--- src/rtl/memo_pkg.sv ---
// Shared encodings for the memoization cache.
package memo_pkg;
    typedef enum logic [1:0] {
        OP_INSERT = 2'b00,
        OP_LOOKUP = 2'b01,
        OP_CLEAR  = 2'b10,
        OP_NONE   = 2'b11
    } memo_op_e;
endpackage

--- src/rtl/memo_range_check.sv ---
// Decides whether one snooped write touches one monitored window.
// Assumes the byte count is small and nonzero. The sums are formed one bit
// wider, so a window or write at the top of memory does not wrap.
module memo_range_check #(
    parameter int AW = 32,
    parameter int LW = 16,
    parameter int BW = 3
) (
    input  logic          en,
    input  logic [AW-1:0] wr_addr,
    input  logic [BW-1:0] wr_bytes,
    input  logic [AW-1:0] rng_base,
    input  logic [LW-1:0] rng_len,
    output logic          touch
);
    localparam int EW = AW + 1;

    logic [EW-1:0] rng_end;
    logic [EW-1:0] wr_end;

    // Half-open interval overlap between write and window.
    always_comb begin
        rng_end = {1'b0, rng_base} + EW'(rng_len);
        wr_end  = {1'b0, wr_addr} + EW'(wr_bytes);
        touch   = en && ({1'b0, wr_addr} < rng_end) && ({1'b0, rng_base} < wr_end);
    end
endmodule

--- src/rtl/memo_slot_select.sv ---
// Chooses the entry an insert writes: the entry with the same key first,
// then the lowest free entry, then the round-robin victim.
// Owns the replacement pointer. It advances only on a victim replacement.
module memo_slot_select #(
    parameter int N  = 8,
    parameter int IW = $clog2(N)
) (
    input  logic          clk,
    input  logic          rst_n,
    input  logic [N-1:0]  valid,
    input  logic [N-1:0]  key_match,
    input  logic          take,
    output logic [IW-1:0] slot
);
    logic [IW-1:0] rr_q;
    logic          found_key;
    logic          found_free;
    logic          use_victim;

    // Priority selection of the target entry.
    always_comb begin
        slot       = rr_q;
        found_key  = 1'b0;
        found_free = 1'b0;
        for (int i = 0; i < N; i++) begin
            if (!found_key && key_match[i]) begin
                slot      = IW'(i);
                found_key = 1'b1;
            end
        end
        for (int i = 0; i < N; i++) begin
            if (!found_key && !found_free && !valid[i]) begin
                slot       = IW'(i);
                found_free = 1'b1;
            end
        end
        use_victim = take && !found_key && !found_free;
    end

    // Replacement pointer: step and wrap on each victim replacement.
    always_ff @(posedge clk) begin
        if (!rst_n)
            rr_q <= '0;
        else if (use_victim)
            rr_q <= (rr_q == IW'(N - 1)) ? '0 : rr_q + 1'b1;
    end

    AST_RR_STEPS: assert property (@(posedge clk) disable iff (!rst_n)
        (take && (&valid) && !(|key_match)) |=> (rr_q != $past(rr_q)));
    AST_RR_HOLDS: assert property (@(posedge clk) disable iff (!rst_n)
        (take && !(&valid)) |=> (rr_q == $past(rr_q)));
endmodule

--- src/rtl/memo_cache.sv ---
// Processor-controlled memoization cache. It holds N entries of
// {key, value, window base, window length}, looks them up by key with a
// one-cycle response, and drops any entry whose window a snooped write touches.
// Assumes one command per cycle, snoop_bytes in 1..4, and one snooped write
// per cycle.
module memo_cache
    import memo_pkg::*;
#(
    parameter int N  = 8,
    parameter int KW = 32,
    parameter int VW = 32,
    parameter int AW = 32,
    parameter int LW = 16,
    parameter int BW = 3
) (
    input  logic          clk,
    input  logic          rst_n,
    input  logic          cmd_valid,
    input  logic [1:0]    cmd_op,
    input  logic [KW-1:0] cmd_key,
    input  logic [VW-1:0] cmd_value,
    input  logic [AW-1:0] cmd_base,
    input  logic [LW-1:0] cmd_len,
    input  logic          snoop_valid,
    input  logic [AW-1:0] snoop_addr,
    input  logic [BW-1:0] snoop_bytes,
    output logic          rsp_valid,
    output logic          rsp_hit,
    output logic [VW-1:0] rsp_value
);
    localparam int IW = $clog2(N);

    logic [KW-1:0] key_q  [N];
    logic [VW-1:0] val_q  [N];
    logic [AW-1:0] base_q [N];
    logic [LW-1:0] len_q  [N];
    logic [N-1:0]  valid_q;
    logic [N-1:0]  valid_nxt;
    logic [N-1:0]  kill_vec;
    logic [N-1:0]  match_vec;
    logic [IW-1:0] slot;
    logic          do_insert;
    logic          do_lookup;
    logic          do_clear;
    logic          live_hit;
    logic [VW-1:0] live_val;
    logic          dup_keys;

    memo_op_e op;

    // Command decode.
    always_comb begin
        op        = memo_op_e'(cmd_op);
        do_insert = cmd_valid && (op == OP_INSERT);
        do_lookup = cmd_valid && (op == OP_LOOKUP);
        do_clear  = cmd_valid && (op == OP_CLEAR);
    end

    // One overlap checker per entry.
    for (genvar g = 0; g < N; g++) begin : g_snoop
        memo_range_check #(.AW(AW), .LW(LW), .BW(BW)) chk_i (
            .en       (snoop_valid && valid_q[g]),
            .wr_addr  (snoop_addr),
            .wr_bytes (snoop_bytes),
            .rng_base (base_q[g]),
            .rng_len  (len_q[g]),
            .touch    (kill_vec[g])
        );
    end

    // Key comparison against every valid entry.
    always_comb begin
        for (int i = 0; i < N; i++)
            match_vec[i] = valid_q[i] && (key_q[i] == cmd_key);
    end

    memo_slot_select #(.N(N), .IW(IW)) sel_i (
        .clk       (clk),
        .rst_n     (rst_n),
        .valid     (valid_q),
        .key_match (match_vec),
        .take      (do_insert),
        .slot      (slot)
    );

    // Lookup result: an entry killed this cycle does not count as a hit.
    always_comb begin
        live_hit = |(match_vec & ~kill_vec);
        live_val = '0;
        for (int i = 0; i < N; i++)
            live_val = live_val | (val_q[i] & {VW{match_vec[i] && !kill_vec[i]}});
    end

    // Next valid bits: clear all, else snoop kills, then the insert target.
    always_comb begin
        if (do_clear) begin
            valid_nxt = '0;
        end else begin
            valid_nxt = valid_q & ~kill_vec;
            if (do_insert)
                valid_nxt[slot] = 1'b1;
        end
    end

    // Valid bit register.
    always_ff @(posedge clk) begin
        if (!rst_n)
            valid_q <= '0;
        else
            valid_q <= valid_nxt;
    end

    // Entry payload written on insert.
    always_ff @(posedge clk) begin
        if (!rst_n) begin
            for (int i = 0; i < N; i++) begin
                key_q[i]  <= '0;
                val_q[i]  <= '0;
                base_q[i] <= '0;
                len_q[i]  <= '0;
            end
        end else if (do_insert) begin
            key_q[slot]  <= cmd_key;
            val_q[slot]  <= cmd_value;
            base_q[slot] <= cmd_base;
            len_q[slot]  <= cmd_len;
        end
    end

    // Registered lookup response.
    always_ff @(posedge clk) begin
        if (!rst_n) begin
            rsp_valid <= 1'b0;
            rsp_hit   <= 1'b0;
            rsp_value <= '0;
        end else begin
            rsp_valid <= do_lookup;
            rsp_hit   <= do_lookup && live_hit;
            rsp_value <= (do_lookup && live_hit) ? live_val : '0;
        end
    end

    // Duplicate-key detector for the checks below.
    always_comb begin
        dup_keys = 1'b0;
        for (int i = 0; i < N; i++)
            for (int j = i + 1; j < N; j++)
                if (valid_q[i] && valid_q[j] && key_q[i] == key_q[j])
                    dup_keys = 1'b1;
    end

    AST_RSP_FOLLOWS_LOOKUP: assert property (@(posedge clk) disable iff (!rst_n)
        do_lookup |=> rsp_valid);
    AST_RSP_QUIET: assert property (@(posedge clk) disable iff (!rst_n)
        !do_lookup |=> !rsp_valid);
    AST_MISS_ZERO: assert property (@(posedge clk) disable iff (!rst_n)
        !rsp_hit |-> (rsp_value == '0));
    AST_SNOOP_KILLS: assert property (@(posedge clk) disable iff (!rst_n)
        (snoop_valid && !do_insert && !do_clear) |=> ((valid_q & $past(kill_vec)) == '0));
    AST_RACE_MISS: assert property (@(posedge clk) disable iff (!rst_n)
        (do_lookup && ((match_vec & kill_vec) == match_vec)) |=> !rsp_hit);
    AST_KEYS_UNIQUE: assert property (@(posedge clk) disable iff (!rst_n)
        !dup_keys);
    AST_INSERT_LANDS: assert property (@(posedge clk) disable iff (!rst_n)
        do_insert |=> (valid_q[$past(slot)] && key_q[$past(slot)] == $past(cmd_key)));
    AST_CLEAR_EMPTIES: assert property (@(posedge clk) disable iff (!rst_n)
        do_clear |=> (valid_q == '0));
    AST_SNOOP_SIZE: assert property (@(posedge clk) disable iff (!rst_n)
        snoop_valid |-> (snoop_bytes != '0 && snoop_bytes <= 3'd4));
endmodule

--- config.mk ---
export PLATFORM = sky130hd
export DESIGN_NAME = memo_cache
export DESIGN_NICKNAME = d
export VERILOG_FILES = /design/src/rtl/memo_pkg.sv /design/src/rtl/memo_range_check.sv /design/src/rtl/memo_slot_select.sv /design/src/rtl/memo_cache.sv
export SDC_FILE = /design/constraint.sdc
export NUM_CORES = 2
export LEC_CHECK = 0
export BUFFER_PORTS_ARGS = -buffer_cell sky130_fd_sc_hd__buf_2
export CAP_MARGIN = 20
export CORE_MARGIN = 2
export CORE_UTILIZATION = 27
export DETAILED_ROUTE_END_ITERATION = 10
export GPL_TIMING_DRIVEN = 0
export PLACE_DENSITY = 0.46
export RECOVER_POWER = 25
export SYNTH_ARGS = -nofsm -noshare
export SYNTH_HDL_FRONTEND = slang
export SYNTH_HIERARCHICAL = 1
export SYNTH_SLANG_ARGS = --single-unit
--- constraint.sdc ---
create_clock -name clk -period 16.6 [get_ports clk]
set_clock_uncertainty 0.15 [all_clocks]
set_input_delay 3.32 -clock clk [delete_from_list [all_inputs] [get_ports clk]]
set_output_delay 3.32 -clock clk [all_outputs]
set_load 0.01 [all_outputs]
==> results by group <==
Timing
  • Time the final worst path needs with I/O delays and setup: 12.82 ns
  • RSZ-0062 raised after global routing: no
  • Crit path setup slack, layout: 3.78 ns
  • Portion of the clock cycle consumed by the worst path in the final layout: 77.2%
  • Minimum hold slack: 0.366 ns
  • Relative max-transition margin: -191%
  • Pin slew with the least headroom to its limit: 4.26 ns
  • Max Clock Freq: 78.0 MHz
  • Count of final setup violators: 0
  • Count of endpoints failing hold in the final timing report: 0
  • Setup total negative slack: 0 ns
  • Number of max-slew violations in the final report: 384

Min path
  • Hold Crit Start: sel_i/rr_q[0]
  • Hold EP: sel_i/rr_q[0]
  • Worst hold stages: 2
  • Path type of the worst min-delay path: flip-flop to flip-flop

Clocking
  • TritonCTS clock tree: done
  • Number of buffers on the longest clock path: 3
  • CTS H-Tree Depth: 3
  • Master cell of the clock root buffer: sky130_fd_sc_hd__clkbuf_16
  • Clock sink total: 941
  • Clock-pin transition on the worst setup and hold timing paths: 0.06 ns
  • Number of resized instances in the post-cts repair step: 0
  • Later-pin clock latency in the skew report: 0.79 ns
  • Post-CTS setup buffers: 0
  • CTS hold repair buffers: 0
  • Cts bufs inserted: 111

Worst setup path
  • Critical Path RT: 17.09 ns
  • Crit Path Max Fanout: 24
  • Type of the worst setup path: primary input to flip-flop
  • Total buffers and inverters traversed by the critical path: 2
  • Critical-path top delay cell: sky130_fd_sc_hd__a2111oi_0
  • CP Capture Type: flip-flop
  • Kind of cell adding the most delay to the critical path: compound AO/OA/AOI/OAI gates
  • Worst-case register-to-register setup slack: 7.22 ns
  • Largest stage delay, worst path: 3.32 ns
  • Count of cells along the worst register-to-register path: 22
  • R2R Path End: rsp_value[22]
  • Crit start category: primary input
  • Series of cell instances along the critical path: clkbuf_1 > ha_1 > a21o_1 > a21oi_1 > nand3b_1 > nor3_1 > nand3_1 > nor2_1 > xnor2_1 > ha_1 > a21oi_1 > nand2_1 > or3_1 > nor4_1 > a2111oi_0 > a2111oi_0 > nor4_2 > nor4_1 > a21boi_4 > buf_6 > o21a_1
  • Critical Path AT: 13.30 ns
  • Source of the worst register-to-register timing path: base_q[2][0]

Placed design
  • Buffers on Ports: 154
  • Placement Setup Slack: 5.37 ns
  • RePlAce Congestion: 0.839
  • Area after DPL: 0.0686 sq mm
  • Detail Placement HPWL: 157000 microns

Route
  • Routed Wire Length: 208000 microns
  • Via-to-Cell Ratio: 4.91
  • DRC violations left: 0
  • Initial DRC Count: 2993
  • Wire per inst: 22.1 microns
  • Vias post-DR: 46.1k
  • Pre-Repair DR Iteration Count: 6
  • Antenna Nets Post-Route: 0

Yosys
  • Synthesized area per cell: 10.8 sq um
  • Post-synthesis instance area: 0.0632 sq mm
  • Yosys warning count: 6
  • Synthesized flop and latch total: 941
  • Yosys cell types: 104
  • Portion of the post-synthesis area used by sequential elements: 44.0%
  • Leading cell types by total area after synthesis: sky130_fd_sc_hd__edfxtp_1 43%, sky130_fd_sc_hd__ha_1 13%, sky130_fd_sc_hd__and2_1 8.5%
  • Area share of the leading cell type in the synthesized netlist: 42.5%
  • Number of synthesized flops with an enable pin: 896
  • Proportion of register bits with asynchronous set or reset after synthesis: 0%
  • Post-Synthesis Cells: 5839
  • Cell taking the most area after synthesis: sky130_fd_sc_hd__edfxtp_1
  • Syn nets: 6658
  • Flip-flop cell with the highest count after synthesis: sky130_fd_sc_hd__edfxtp_1

GRT
  • Overall Global Routing Usage: 17.1%
  • Total congestion overflow after global routing: 0
  • Largest net degree at the start of global routing: 56
  • Wire length of the first global-routing pass: 303000 microns
  • Number of global-route vias before repair: 47.0k
  • Antenna violations before repair: 35

Final layout
  • Number of nets in the layout: 6950
  • Number of fill cells: 23.8k
  • Synth-to-Final Area Change: 13.9%
  • Share of layout cells above drive strength 1: 7.58%
  • Final design area excluding fillers: 0.0721 sq mm

Power
  • Areal power density over the cells: 83.7 mW/mm^2
  • Total power of the final layout: 6.03 mW
  • Leak: 27.8 nW
  • Max rail drop VDD: 0.0000926 V

Die
  • Core area: 0.233 sq mm
  • Area of the die: 0.238 sq mm
  • I/O pin total: 187
  • Die Y: 488 microns
  • Width of the die: 488 microns
  • Site row count: 177
  • Initial Util: 27.2%

Status
  • Result of the run: finished, violations left
  • Violations in the final reports: capacitance limit, slew limit

Job
  • Max Cap Violations: 12
## layout make-up
cell class / count / area, sq um / area share (%)
multi-input cells: 4555 / 34000 / 47.1
flip-flops and latches: 941 / 27800 / 38.6
well taps: 3132 / 3920 / 5.44
clock buffers: 150 / 2940 / 4.09
repair buffers: 179 / 1160 / 1.61
plain buffers: 211 / 981 / 1.36
clock inverters: 57 / 722 / 1.00
inverters: 132 / 495 / 0.688
diodes: 24 / 60.1 / 0.0833
## cells in the mapped netlist (all sizes together), types with 7 or more instances
library cell and number:
edfxtp 896, and2 859, ha 650, xor2 403
nand2 351, xnor2 313, a21oi 268, nor2 221
nand3 175, o21ai 174, nand4 145, clkbuf 135
inv 131, a22oi 128, a21o 112, and3 99
nor3 86, buf 72, nor4 69, and4 63
o21a 62, dfxtp 45, a211oi 37, nor2b 33
nand2b 32, a31oi 31, o2111ai 28, o211ai 25
a2111oi 23, a221oi 19, o21bai 17, fa 16
or2 11, o31ai 9, nor4b 7
## metrics by stage
stage / std cells / utilization, %
floorplan: 5839 / -
global placement: 9125 / 29.2
detailed placement: 9147 / 29.5
CTS: 9354 / 31.0
global route: 9357 / 30.9
finish: 9381 / 31.0
## routing by layer
| metal | global-route usage, % | up-vias | wire, microns |
|---|---|---|---|
| li1 | - | 22100 | - |
| met1 | 22.2 | 22800 | 91900 |
| met2 | 30.1 | 966 | 101000 |
| met3 | 1.96 | 271 | 9500 |
| met4 | 4.30 | 14 | 5400 |
| met5 | 0 | - | 92 |
## logic make-up (layout without fill, tap and decap cells)
| kind of cell | Yosys count | in the layout | synth area share [%] |
|---|---|---|---|
| AOI/OAI and AO/OA | 990 | 990 | 10.6 |
| buffers and inverters | 343 | 729 | 2.32 |
| DFF | 941 | 941 | 44.0 |
| adders and majority gates | 666 | 666 | 13.4 |
| xor gates and xnor gates | 716 | 716 | 9.93 |
| other | 0 | 24 | 0 |
| and+or+nand+nor | 2183 | 2183 | 19.8 |
## worst max-delay path by stage
stage / start / end / slack [ns] / depth (start not counted)
floorplan: cmd_key[19] / base_q[6][0] / 7.65 / 13
global placement: cmd_key[24] / len_q[3][0] / 3.10 / 14
detailed placement: cmd_key[17] / base_q[4][0] / 5.37 / 17
CTS: cmd_key[17] / base_q[4][0] / 6.13 / 17
global route: snoop_addr[1] / rsp_value[22] / 3.29 / 21
finish: snoop_addr[1] / rsp_value[22] / 3.78 / 21
## power breakdown
part	switching, mW	internal, mW	total, mW
sequential	0.0463	2.68	2.73
clock	1.08	1.43	2.51
combinational	0.510	0.282	0.792
## flip-flops by register name (all words and copies together), names as in the netlist
signal and count:
rsp_valid 1, sel_i/rr_q 3, key_q 256, len_q 128, rsp_hit 1, rsp_value 32, val_q 256, valid_q 8
base_q 256
## layout by cell type, fill, tap and decap left out, types with 12 or more instances in the layout
cell type / n
sky130_fd_sc_hd__a2111oi_0: 18
sky130_fd_sc_hd__a211oi_1: 33
sky130_fd_sc_hd__a21o_1: 98
sky130_fd_sc_hd__a21o_2: 14
sky130_fd_sc_hd__a21oi_1: 267
sky130_fd_sc_hd__a22oi_1: 128
sky130_fd_sc_hd__a31oi_1: 27
sky130_fd_sc_hd__and2_1: 855
sky130_fd_sc_hd__and3_1: 99
sky130_fd_sc_hd__and4_1: 59
sky130_fd_sc_hd__buf_2: 169
sky130_fd_sc_hd__bufinv_16: 12
sky130_fd_sc_hd__clkbuf_1: 212
sky130_fd_sc_hd__clkbuf_16: 111
sky130_fd_sc_hd__clkinv_1: 21
sky130_fd_sc_hd__clkinv_2: 15
sky130_fd_sc_hd__dfxtp_1: 45
sky130_fd_sc_hd__diode_2: 24
sky130_fd_sc_hd__edfxtp_1: 896
sky130_fd_sc_hd__fa_1: 16
sky130_fd_sc_hd__ha_1: 650
sky130_fd_sc_hd__inv_1: 125
sky130_fd_sc_hd__nand2_1: 349
sky130_fd_sc_hd__nand2b_1: 32
sky130_fd_sc_hd__nand3_1: 170
sky130_fd_sc_hd__nand4_1: 139
sky130_fd_sc_hd__nor2_1: 216
sky130_fd_sc_hd__nor2b_1: 33
sky130_fd_sc_hd__nor3_1: 85
sky130_fd_sc_hd__nor4_1: 63
sky130_fd_sc_hd__o2111ai_1: 26
sky130_fd_sc_hd__o211ai_1: 22
sky130_fd_sc_hd__o21a_1: 62
sky130_fd_sc_hd__o21ai_0: 163
sky130_fd_sc_hd__o21bai_1: 16
sky130_fd_sc_hd__xnor2_1: 312
sky130_fd_sc_hd__xor2_1: 403
## worst reg2reg max path: stages, from the launching register on
cell and delay [ns]:
sky130_fd_sc_hd__edfxtp_1 0.39, sky130_fd_sc_hd__ha_1 0.25, sky130_fd_sc_hd__fa_1 0.43, sky130_fd_sc_hd__a21oi_1 0.32, sky130_fd_sc_hd__o2111ai_2 0.22, sky130_fd_sc_hd__nand2_2 0.12
sky130_fd_sc_hd__o211a_1 0.30, sky130_fd_sc_hd__nand2b_1 0.08, sky130_fd_sc_hd__a21oi_1 0.17, sky130_fd_sc_hd__xor2_1 0.17, sky130_fd_sc_hd__ha_1 0.28, sky130_fd_sc_hd__a21oi_1 0.14
sky130_fd_sc_hd__a21oi_1 0.09, sky130_fd_sc_hd__a2111oi_2 0.27, sky130_fd_sc_hd__o21ai_1 0.22, sky130_fd_sc_hd__a2111oi_2 0.43, sky130_fd_sc_hd__o21ai_1 0.14, sky130_fd_sc_hd__a2111oi_0 3.26
sky130_fd_sc_hd__nor4_2 0.69, sky130_fd_sc_hd__nor4_1 0.60, sky130_fd_sc_hd__a21boi_4 0.19, sky130_fd_sc_hd__buf_6 0.21, sky130_fd_sc_hd__o21a_1 0.16
Power figures use the tool's default switching activity.
